## src/rtl/hpk_pkg.sv

```systemverilog
package hpk_pkg;
  // single-precision field geometry
  localparam int SGL_EXP_W  = 8;
  localparam int SGL_MAN_W  = 23;
  localparam int SGL_W      = 1 + SGL_EXP_W + SGL_MAN_W;
  localparam int SGL_BIAS   = (1 << (SGL_EXP_W - 1)) - 1;
  // half-precision field geometry
  localparam int HLF_EXP_W  = 5;
  localparam int HLF_MAN_W  = 10;
  localparam int HLF_W      = 1 + HLF_EXP_W + HLF_MAN_W;
  localparam int HLF_BIAS   = (1 << (HLF_EXP_W - 1)) - 1;
  localparam int MAG_W      = HLF_W - 1;
  // derived thresholds on the biased single exponent
  localparam int EXP_OFF    = SGL_BIAS - HLF_BIAS;       // 112
  localparam int SUBN_LIM   = EXP_OFF + 1;               // 113
  localparam int OVF_LIM    = SGL_BIAS + HLF_BIAS + 1;   // 143
  localparam int DROP_W     = SGL_MAN_W - HLF_MAN_W;     // 13
  localparam int SIG_W      = SGL_MAN_W + 1;
  localparam int SUB_SCALE  = HLF_BIAS - 1 + HLF_MAN_W;  // 24
  localparam int SUB_SHBASE = SGL_BIAS + SGL_MAN_W - SUB_SCALE; // 126
  localparam int LANES      = 2;
  localparam int WORD_W     = LANES * HLF_W;

  typedef struct packed {
    logic loadEn;
    logic validQ;
  } hpkStrobe_t;
endpackage

```

## src/rtl/hpk_lane.sv

```systemverilog
module hpk_lane
  import hpk_pkg::*;
(
  input  logic [SGL_W-1:0] fIn,
  output logic [HLF_W-1:0] hOut
);
  localparam int EXT_W = SIG_W + SUB_SCALE;
  localparam int KEEP_W = HLF_MAN_W + SUB_SCALE;

  logic                 sgn;
  logic [SGL_EXP_W-1:0] expS;
  logic [SGL_MAN_W-1:0] manS;
  logic                 isNan, isBig, isSmall;

  assign sgn  = fIn[SGL_W-1];
  assign expS = fIn[SGL_W-2 -: SGL_EXP_W];
  assign manS = fIn[SGL_MAN_W-1:0];

  assign isNan   = (expS == '1) && (manS != '0);
  assign isBig   = expS >= SGL_EXP_W'(OVF_LIM);
  assign isSmall = expS <  SGL_EXP_W'(SUBN_LIM);

  // normal path: rebias exponent, trim mantissa with round-half-even
  logic [HLF_EXP_W-1:0] expH;
  logic                 guardN, stickyN, lsbN, rndN;
  logic [MAG_W-1:0]     normMag;

  assign expH    = HLF_EXP_W'(expS - SGL_EXP_W'(EXP_OFF));
  assign guardN  = manS[DROP_W-1];
  assign stickyN = |manS[DROP_W-2:0];
  assign lsbN    = manS[DROP_W];
  assign rndN    = guardN & (stickyN | lsbN);
  assign normMag = {expH, manS[SGL_MAN_W-1:DROP_W]} + MAG_W'(rndN);

  // small path: scale magnitude by 2^24 through a right shift, round half-even
  logic [SIG_W-1:0]     sig;
  logic [SGL_EXP_W-1:0] shAmt;
  logic [KEEP_W-1:0]    ext;
  logic                 guardS, stickyS, lsbS, rndS;
  logic [MAG_W-1:0]     smallMag;

  assign sig      = {expS != '0, manS};
  assign shAmt    = SGL_EXP_W'(SUB_SHBASE) - expS;
  assign ext      = KEEP_W'({sig, {SUB_SCALE{1'b0}}} >> shAmt);
  assign guardS   = ext[SUB_SCALE-1];
  assign stickyS  = |ext[SUB_SCALE-2:0];
  assign lsbS     = ext[SUB_SCALE];
  assign rndS     = guardS & (stickyS | lsbS);
  assign smallMag = MAG_W'(ext[KEEP_W-1:SUB_SCALE]) + MAG_W'(rndS);

  logic [MAG_W-1:0] mag;
  always_comb begin
    if (isNan)        mag = '1;
    else if (isBig)   mag = {{HLF_EXP_W{1'b1}}, {HLF_MAN_W{1'b0}}};
    else if (isSmall) mag = smallMag;
    else              mag = normMag;
  end

  assign hOut = {sgn, mag};

  // the shifted window never carries bits above the kept field for small inputs
  always_comb begin
    if (isSmall && !isNan) begin

      small_range_chk: assert (mag <= MAG_W'(1 << HLF_MAN_W));
    end
  end
endmodule

```

## src/rtl/hpk_datapath.sv

```systemverilog
module hpk_datapath
  import hpk_pkg::*;
#(
  parameter bit REG_OUT = 1'b1
) (
  input  logic              clk,
  input  logic              rstN,
  input  hpkStrobe_t        strobe,
  input  logic [SGL_W-1:0]  inA,
  input  logic [SGL_W-1:0]  inB,
  output logic [WORD_W-1:0] outWord
);
  logic [LANES-1:0][SGL_W-1:0] laneIn;
  logic [LANES-1:0][HLF_W-1:0] laneOut;
  logic [WORD_W-1:0]           packedWord;

  assign laneIn = {inB, inA};

  for (genvar g = 0; g < LANES; g++) begin : g_lane
    hpk_lane u_lane (
      .fIn (laneIn[g]),
      .hOut(laneOut[g])
    );
    assign packedWord[g*HLF_W +: HLF_W] = laneOut[g];
  end

  if (REG_OUT) begin : g_reg
    logic [WORD_W-1:0] wordQ;
    always_ff @(posedge clk) begin
      if (!rstN)              wordQ <= '0;
      else if (strobe.loadEn) wordQ <= packedWord;
    end
    assign outWord = wordQ;


    hold_when_idle_chk: assert property (@(posedge clk) disable iff (!rstN)
      !strobe.loadEn |=> $stable(outWord));

    sign_copy_chk: assert property (@(posedge clk) disable iff (!rstN)
      strobe.loadEn |=> (outWord[HLF_W-1] == $past(inA[SGL_W-1])) &&
                        (outWord[WORD_W-1] == $past(inB[SGL_W-1])));

    nan_pattern_chk: assert property (@(posedge clk) disable iff (!rstN)
      strobe.loadEn && (inA[SGL_W-2 -: SGL_EXP_W] == '1) && (inA[SGL_MAN_W-1:0] != '0)
      |=> outWord[MAG_W-1:0] == '1);

    inf_saturate_chk: assert property (@(posedge clk) disable iff (!rstN)
      strobe.loadEn && (inB[SGL_W-2 -: SGL_EXP_W] >= SGL_EXP_W'(OVF_LIM)) &&
      !((inB[SGL_W-2 -: SGL_EXP_W] == '1) && (inB[SGL_MAN_W-1:0] != '0))
      |=> outWord[HLF_W +: MAG_W] == MAG_W'(15'h7C00));
  end else begin : g_comb
    assign outWord = packedWord;
  end
endmodule

```

## src/rtl/hpk_ctrl.sv

```systemverilog
module hpk_ctrl
  import hpk_pkg::*;
#(
  parameter bit REG_OUT = 1'b1
) (
  input  logic       clk,
  input  logic       rstN,
  input  logic       inValid,
  output hpkStrobe_t strobe
);
  logic validQ;

  if (REG_OUT) begin : g_reg
    always_ff @(posedge clk) begin
      if (!rstN) validQ <= 1'b0;
      else       validQ <= inValid;
    end


    valid_rise_chk: assert property (@(posedge clk) disable iff (!rstN)
      inValid |=> strobe.validQ);

    valid_idle_chk: assert property (@(posedge clk) disable iff (!rstN)
      !inValid |=> !strobe.validQ);
  end else begin : g_comb
    assign validQ = inValid;
  end

  assign strobe.loadEn = inValid;
  assign strobe.validQ = validQ;
endmodule

```

## src/rtl/half_pair_packer.sv

```systemverilog
module half_pair_packer
  import hpk_pkg::*;
#(
  parameter bit REG_OUT = 1'b1
) (
  input  logic              clk,
  input  logic              rstN,
  input  logic              inValid,
  input  logic [SGL_W-1:0]  inA,
  input  logic [SGL_W-1:0]  inB,
  output logic              outValid,
  output logic [WORD_W-1:0] outWord
);
  hpkStrobe_t strobe;

  hpk_ctrl #(.REG_OUT(REG_OUT)) u_ctrl (
    .clk    (clk),
    .rstN   (rstN),
    .inValid(inValid),
    .strobe (strobe)
  );

  hpk_datapath #(.REG_OUT(REG_OUT)) u_dp (
    .clk    (clk),
    .rstN   (rstN),
    .strobe (strobe),
    .inA    (inA),
    .inB    (inB),
    .outWord(outWord)
  );

  assign outValid = strobe.validQ;
endmodule

```

## config.mk

```make
export PLATFORM = sky130hd
export DESIGN_NAME = half_pair_packer
export DESIGN_NICKNAME = d
export VERILOG_FILES = /design/src/rtl/hpk_pkg.sv /design/src/rtl/hpk_lane.sv /design/src/rtl/hpk_datapath.sv /design/src/rtl/hpk_ctrl.sv /design/src/rtl/half_pair_packer.sv
export SDC_FILE = /design/constraint.sdc
export NUM_CORES = 1
export LEC_CHECK = 0
export ABC_AREA = 1
export BUFFER_PORTS_ARGS = -buffer_cell sky130_fd_sc_hd__buf_2
export CAP_MARGIN = 20
export CORE_ASPECT_RATIO = 0.8
export CORE_MARGIN = 2
export CORE_UTILIZATION = 25
export CTS_CLUSTER_DIAMETER = 40
export CTS_CLUSTER_SIZE = 12
export DETAILED_ROUTE_END_ITERATION = 7
export PLACE_DENSITY = 0.43
export SYNTH_ARGS = -nofsm -noshare
export SYNTH_HDL_FRONTEND = slang
export SYNTH_HIERARCHICAL = 1
export SYNTH_SLANG_ARGS = --single-unit
```

## constraint.sdc

```tcl
create_clock -name clk -period 6.4 [get_ports clk]
set_clock_uncertainty 0.2 [all_clocks]
set_input_delay 1.28 -clock clk [delete_from_list [all_inputs] [get_ports clk]]
set_output_delay 1.28 -clock clk [all_outputs]
set_load 0.01 [all_outputs]
```

## Word-level counts from Yosys, hierarchy flattened

Index checks and enable logic that the tools add are counted.

- $add $sub $neg: 8
- $lt $le $gt $ge: 4
- Equality and inequality tests: 2
- Shift operators: 2
- Mux-type cells: 6
- Bitwise gates (word level): 8
- Reduce and logical (&&, ||, !) cells: 10

Operator list:

| cell | number |
|---|---|
| 48-bit by 8-bit >> shifter with 34-bit output | 2 |
| 15-bit 2-to-1 mux | 6 |
| 23-bit nonzero test | 2 |
| 23-bit OR reduction | 2 |
| 15-bit by 1-bit adder with 15-bit output | 2 |
| 12-bit OR reduction | 2 |
| 10-bit by 1-bit adder with 11-bit output | 2 |
| 8-bit equality test, second input constant | 2 |
| 8-bit >= comparator, second input constant | 2 |
| 8-bit by 7-bit less-than comparator with 1-bit output, second input constant | 2 |
| 8-bit nonzero test | 2 |
| 7-bit by 8-bit subtractor with 8-bit output, first input constant | 2 |
| 5-bit subtractor, second input constant | 2 |
| 1-bit bitwise AND | 4 |
| 1-bit bitwise OR | 4 |
| 1-bit logical AND | 2 |

- Register bits after elaboration: 33
- Word-level logic and storage cells: 42

## Depth between registers and ports, before layout

- Depth after elaboration: 9
- Mapped depth: 32

## Modules after synthesis

The synthesis kept the hierarchy.

By module, submodules not included:

| module | times used | cells each | area each (µm²) |
|---|---|---|---|
| hpk_lane | 2 | 586 | 2819.0 |
| hpk_datapath | 1 | 202 | 1335.0 |
| hpk_ctrl | 1 | 5 | 42.5 |

## Worst setup path after synthesis

OpenSTA, ideal clock, no wires.

- Path kind: input to register
- From: in inB[23]
- To: reg u_dp.g_reg.wordQ[24] (netlist: u_dp/outWord[24])
- Data arrival time: 4.182 ns
- Data required time: 6.087 ns
- Path slack: 1.906 ns
- Stages: 25
- Cells stage by stage: buf_4 inv_4 buf_2 ha_1 inv_1 clkbuf_1 buf_1 nand3_1 nand3_1 nand3_1 nand3_1 nand2_1 nor2_4 ha_1 nand2_2 nor2_2 nand3_1 xnor2_1 nand2_1 nand2_1 nand2_1 inv_1 nand2_1 nand2_1 nor2_1

RTL lines:

| what | line | source |
|---|---|---|
| start: declaration | half_pair_packer.sv:10 | `input logic [SGL_W-1:0] inB,` |
| end signal: assignment | hpk_datapath.sv:31 | `else if (strobe.loadEn) wordQ <= packedWord;` |
| end: declaration | hpk_datapath.sv:28 | `logic [WORD_W-1:0] wordQ;` |

==> key figures <==
Detailed routing
  – DRC errors left: 0
  – Via density: 4.96
  – WL final: 26000 µm
  – Routed Antenna Nets: 0
  – Starting DRT DRC Count: 757
  – Routed vias: 8882
  – TritonRoute pass-1 iters: 5
  – Routed WL per cell: 14.5 µm

Worst hold path
  – HP Class: register to register
  – HP Start: u_dp/outWord[7]
  – Hold Crit Depth: 2
  – Endpoint, Worst Hold: u_dp/outWord[7]

Critical path
  – Worst Reg-to-Reg Cells: 2
  – Arrival time worst endpoint: 4.81 ns
  – Cell family with most CP delay: simple AND/OR/NAND/NOR gates
  – Critical Path End Type: register
  – R2r setup slk: 5.62 ns
  – CP Launch Type: input port
  – CP Class: input port to register
  – Cell chain of the critical path: buf_2 > inv_4 > ha_1 > buf_4 > inv_1 > nand3_1 > nand3_1 > nand3_1 > nand3_1 > nand2_1 > nor2_4 > ha_1 > nand2_2 > nor2_2 > nand3_1 > xnor2_1 > nand2_1 > nand2_1 > nand2_1 > inv_1 > nand2_1 > nand2_1 > nor2_1
  – Critical Path RT: 6.37 ns
  – Crit path depth: 23
  – Largest fanout on the critical path: 30
  – Bufs and invs on worst path: 5
  – RR Endpoint: u_dp/outWord[6]
  – Critical register-to-register path startpoint: u_dp/outWord[6]
  – Most frequent CP cell: nand2_1
  – Slowest stage cell, crit path: inv_1
  – Slowest stage delay, CP: 0.70 ns

Clocking
  – CTS tree: yes
  – Clock Path Buffers: 2
  – Post-cts resize count: 0
  – H-tree Lvls: 2
  – CTS Buf Count: 5
  – Hold buffer count at cts: 0
  – CTS Root Cell: clkbuf_16
  – Sink Count: 33
  – Post-CTS Setup Inserts: 0
  – Clock insertion delay at the later pin of the skew report: 0.27 ns
  – Clk slew on worst S/H paths: 0.05 ns

Outcome
  – Status: finished clean

STA
  – Final Max Tran Viols: 0
  – Final WS setup: 1.56 ns
  – Setup violations, final: 0
  – Fin crit share: 0.756
  – Min cycle time layout: 4.84 ns
  – Slew @ Worst Pin: 1.01 ns
  – Unrepaired setup endpoints after global routing: no
  – Slew HR: 0.329
  – Fin. Hold Viols: 0
  – Setup TNS Final: 0 ns
  – Fmax: 0.207 GHz

Global route
  – First-pass GRT wire length: 41300 µm
  – Largest net degree at the start of global routing: 66
  – Initial antenna violation count: 0
  – Global Route Usage Sum: 0.171
  – Total grt overflow: 0
  – Vias in the first global route: 7704

Die
  – Core area: 27400 µm²
  – Initial Util: 0.256
  – # IOs: 100
  – DIE HEIGHT: 154 µm
  – Die width: 191 µm
  – Row count: 54
  – Die area: 29400 µm²

Logic synthesis
  – Synthesized Nets: 1456
  – Post-synth top cells: 469 x nand2_1, 280 x nand3_1, 130 x nor2_1, 115 x inv_1, 56 x o21ai_0
  – Synth top area cells: nand2_1 25%, nand3_1 20%, dfxtp_1 9.4%
  – Area leader, netlist: nand2_1
  – Count of cell types in the netlist: 41
  – Synth top area share: 0.251
  – Syn. warnings: 6
  – Synthesized flop and latch total: 33
  – Cell with the most instances after synthesis: nand2_1
  – Top_reg_cell synth: dfxtp_1
  – Avg Inst Size Synth: 5.09 µm²
  – Mapped Area: 7020 µm²
  – Post-synthesis cell count: 1379
  – Ys async rst share: 0
  – Post-synthesis sequential area ratio: 0.0942
  – Number of synthesized flops with an enable pin: 0

Power
  – Leakage: 4.14 nW
  – Power density cells: 136 nW/µm²
  – Peak supply drop: 0.146 mV

Placement
  – Placed cell count: 1782
  – Routability cong.: 0.935
  – Detailed placement HPWL: 21000 µm
  – Input/output buffers: 99
  – Dpl ws: 1.27 ns

Layout
  – Share of cells above drive strength 1: 0.138
  – Non-Filler Instances: 1791
  – Layout area overhead: 10.6%
  – Layout Utilization: 0.283
  – Nets: 1503
  – Filler cell count: 3299
  – Antenna diodes: 0

Run
  – Max cap viols: 0
==> stage by stage <==
step | instance area (µm²) | hold WS, ns | power [mW]
2_1_floorplan | 7020 | 0.292 | 0.665
3_3_place_gp | 7600 | 0.254 | 0.833
3_5_place_dp | 7600 | 0.260 | 0.826
4_1_cts | 7740 | 0.267 | 1.06
5_1_grt | 7760 | 0.279 | 1.15
6_report | 7760 | 0.265 | 1.05
==> power by group <==
group / switching [mW] / total, mW / leakage [nW] / internal [mW]
combinational: 0.416 / 0.602 / 3.80 / 0.187
sequential: 0.00751 / 0.228 / 0.274 / 0.221
clock: 0.0809 / 0.223 / 0.0706 / 0.142
total: 0.504 / 1.05 / 4.14 / 0.550
==> routing by layer <==
| metal | part of all wire | vias to the layer above | GRT usage |
|---|---|---|---|
| met5 | 0 | - | 0 |
| li1 | - | 4581 | - |
| met1 | 0.54 | 4008 | 0.283 |
| met3 | 0.054 | 12 | 0.00867 |
| met4 | 0.0061 | 0 | 0.0198 |
| met2 | 0.40 | 281 | 0.242 |
==> worst register-to-register path: stages (launching register included) <==
cell and delay [ns]:
dfxtp_1 0.33, nor2_1 0.10, nor2_1 0.05
==> how the worst max path moves through the flow <==
| stage | from | to | slack, ns |
|---|---|---|---|
| final | inA[23] | u_dp/outWord[8] | 1.56 |
| after global routing | inA[23] | u_dp/outWord[8] | 1.13 |
| after CTS | inA[23] | u_dp/outWord[8] | 1.55 |
| after detailed placement | inA[23] | u_dp/outWord[8] | 1.27 |
| after global placement | inA[23] | u_dp/outWord[8] | 1.26 |
| after floorplan | inB[23] | u_dp/outWord[24] | 1.91 |
==> state kept, by name, indices dropped and copies added, names as in the netlist <==
| signal | cells |
|---|---|
| u_ctrl/validQ | 1 |
| u_dp/outWord | 32 |
==> kinds of logic after synthesis <==
family,count (synthesis),share of synthesized area
fa+ha+maj,10,0.0178
flops,33,0.0942
xor+xnor,14,0.0175
compound gates,118,0.0927
simple gates,997,0.638
buf+inv,207,0.139
==> cell usage in the layout, fill, tap and decap left out, types with 2 or more instances in the layout <==
cell	Yosys	final
nand2_1	469	469
nand3_1	280	280
nor2_1	130	130
inv_1	115	115
buf_2	21	99
o21ai_0	56	56
nand4_1	36	36
dfxtp_1	33	33
a21oi_1	28	28
nand2_2	22	22
o21ai_1	14	14
buf_4	10	14
nor2_2	12	12
inv_2	10	10
xor2_1	10	10
ha_1	10	10
nor3_1	8	8
nand3_2	8	8
or2_2	6	6
o31ai_1	6	6
nor4_1	6	6
clkbuf_16	0	5
clkinv_2	2	4
clkinv_1	4	4
or2_1	4	4
nand3b_1	4	4
nor2_4	4	4
o211ai_1	4	4
xnor2_1	4	4
a31oi_1	4	4
inv_4	2	2
nor2_8	2	2
nand2_4	2	2
nor3_2	2	2
and2_1	2	2
o21ai_2	2	2
o211ai_2	2	2
o41ai_1	2	2
==> cell type report <==
class | instances | area [µm²] | share of cell area
Clock buffer | 6 | 129 | 0.0166
Clock inverter | 2 | 10.0 | 0.00129
Inverter | 133 | 507 | 0.0653
Multi-Input combinational cell | 1139 | 5380 | 0.693
Sequential cell | 33 | 661 | 0.0851
Tap cell | 364 | 455 | 0.0587
Timing Repair Buffer | 114 | 621 | 0.0800
Note: power is estimated with default switching activity, not from simulation.
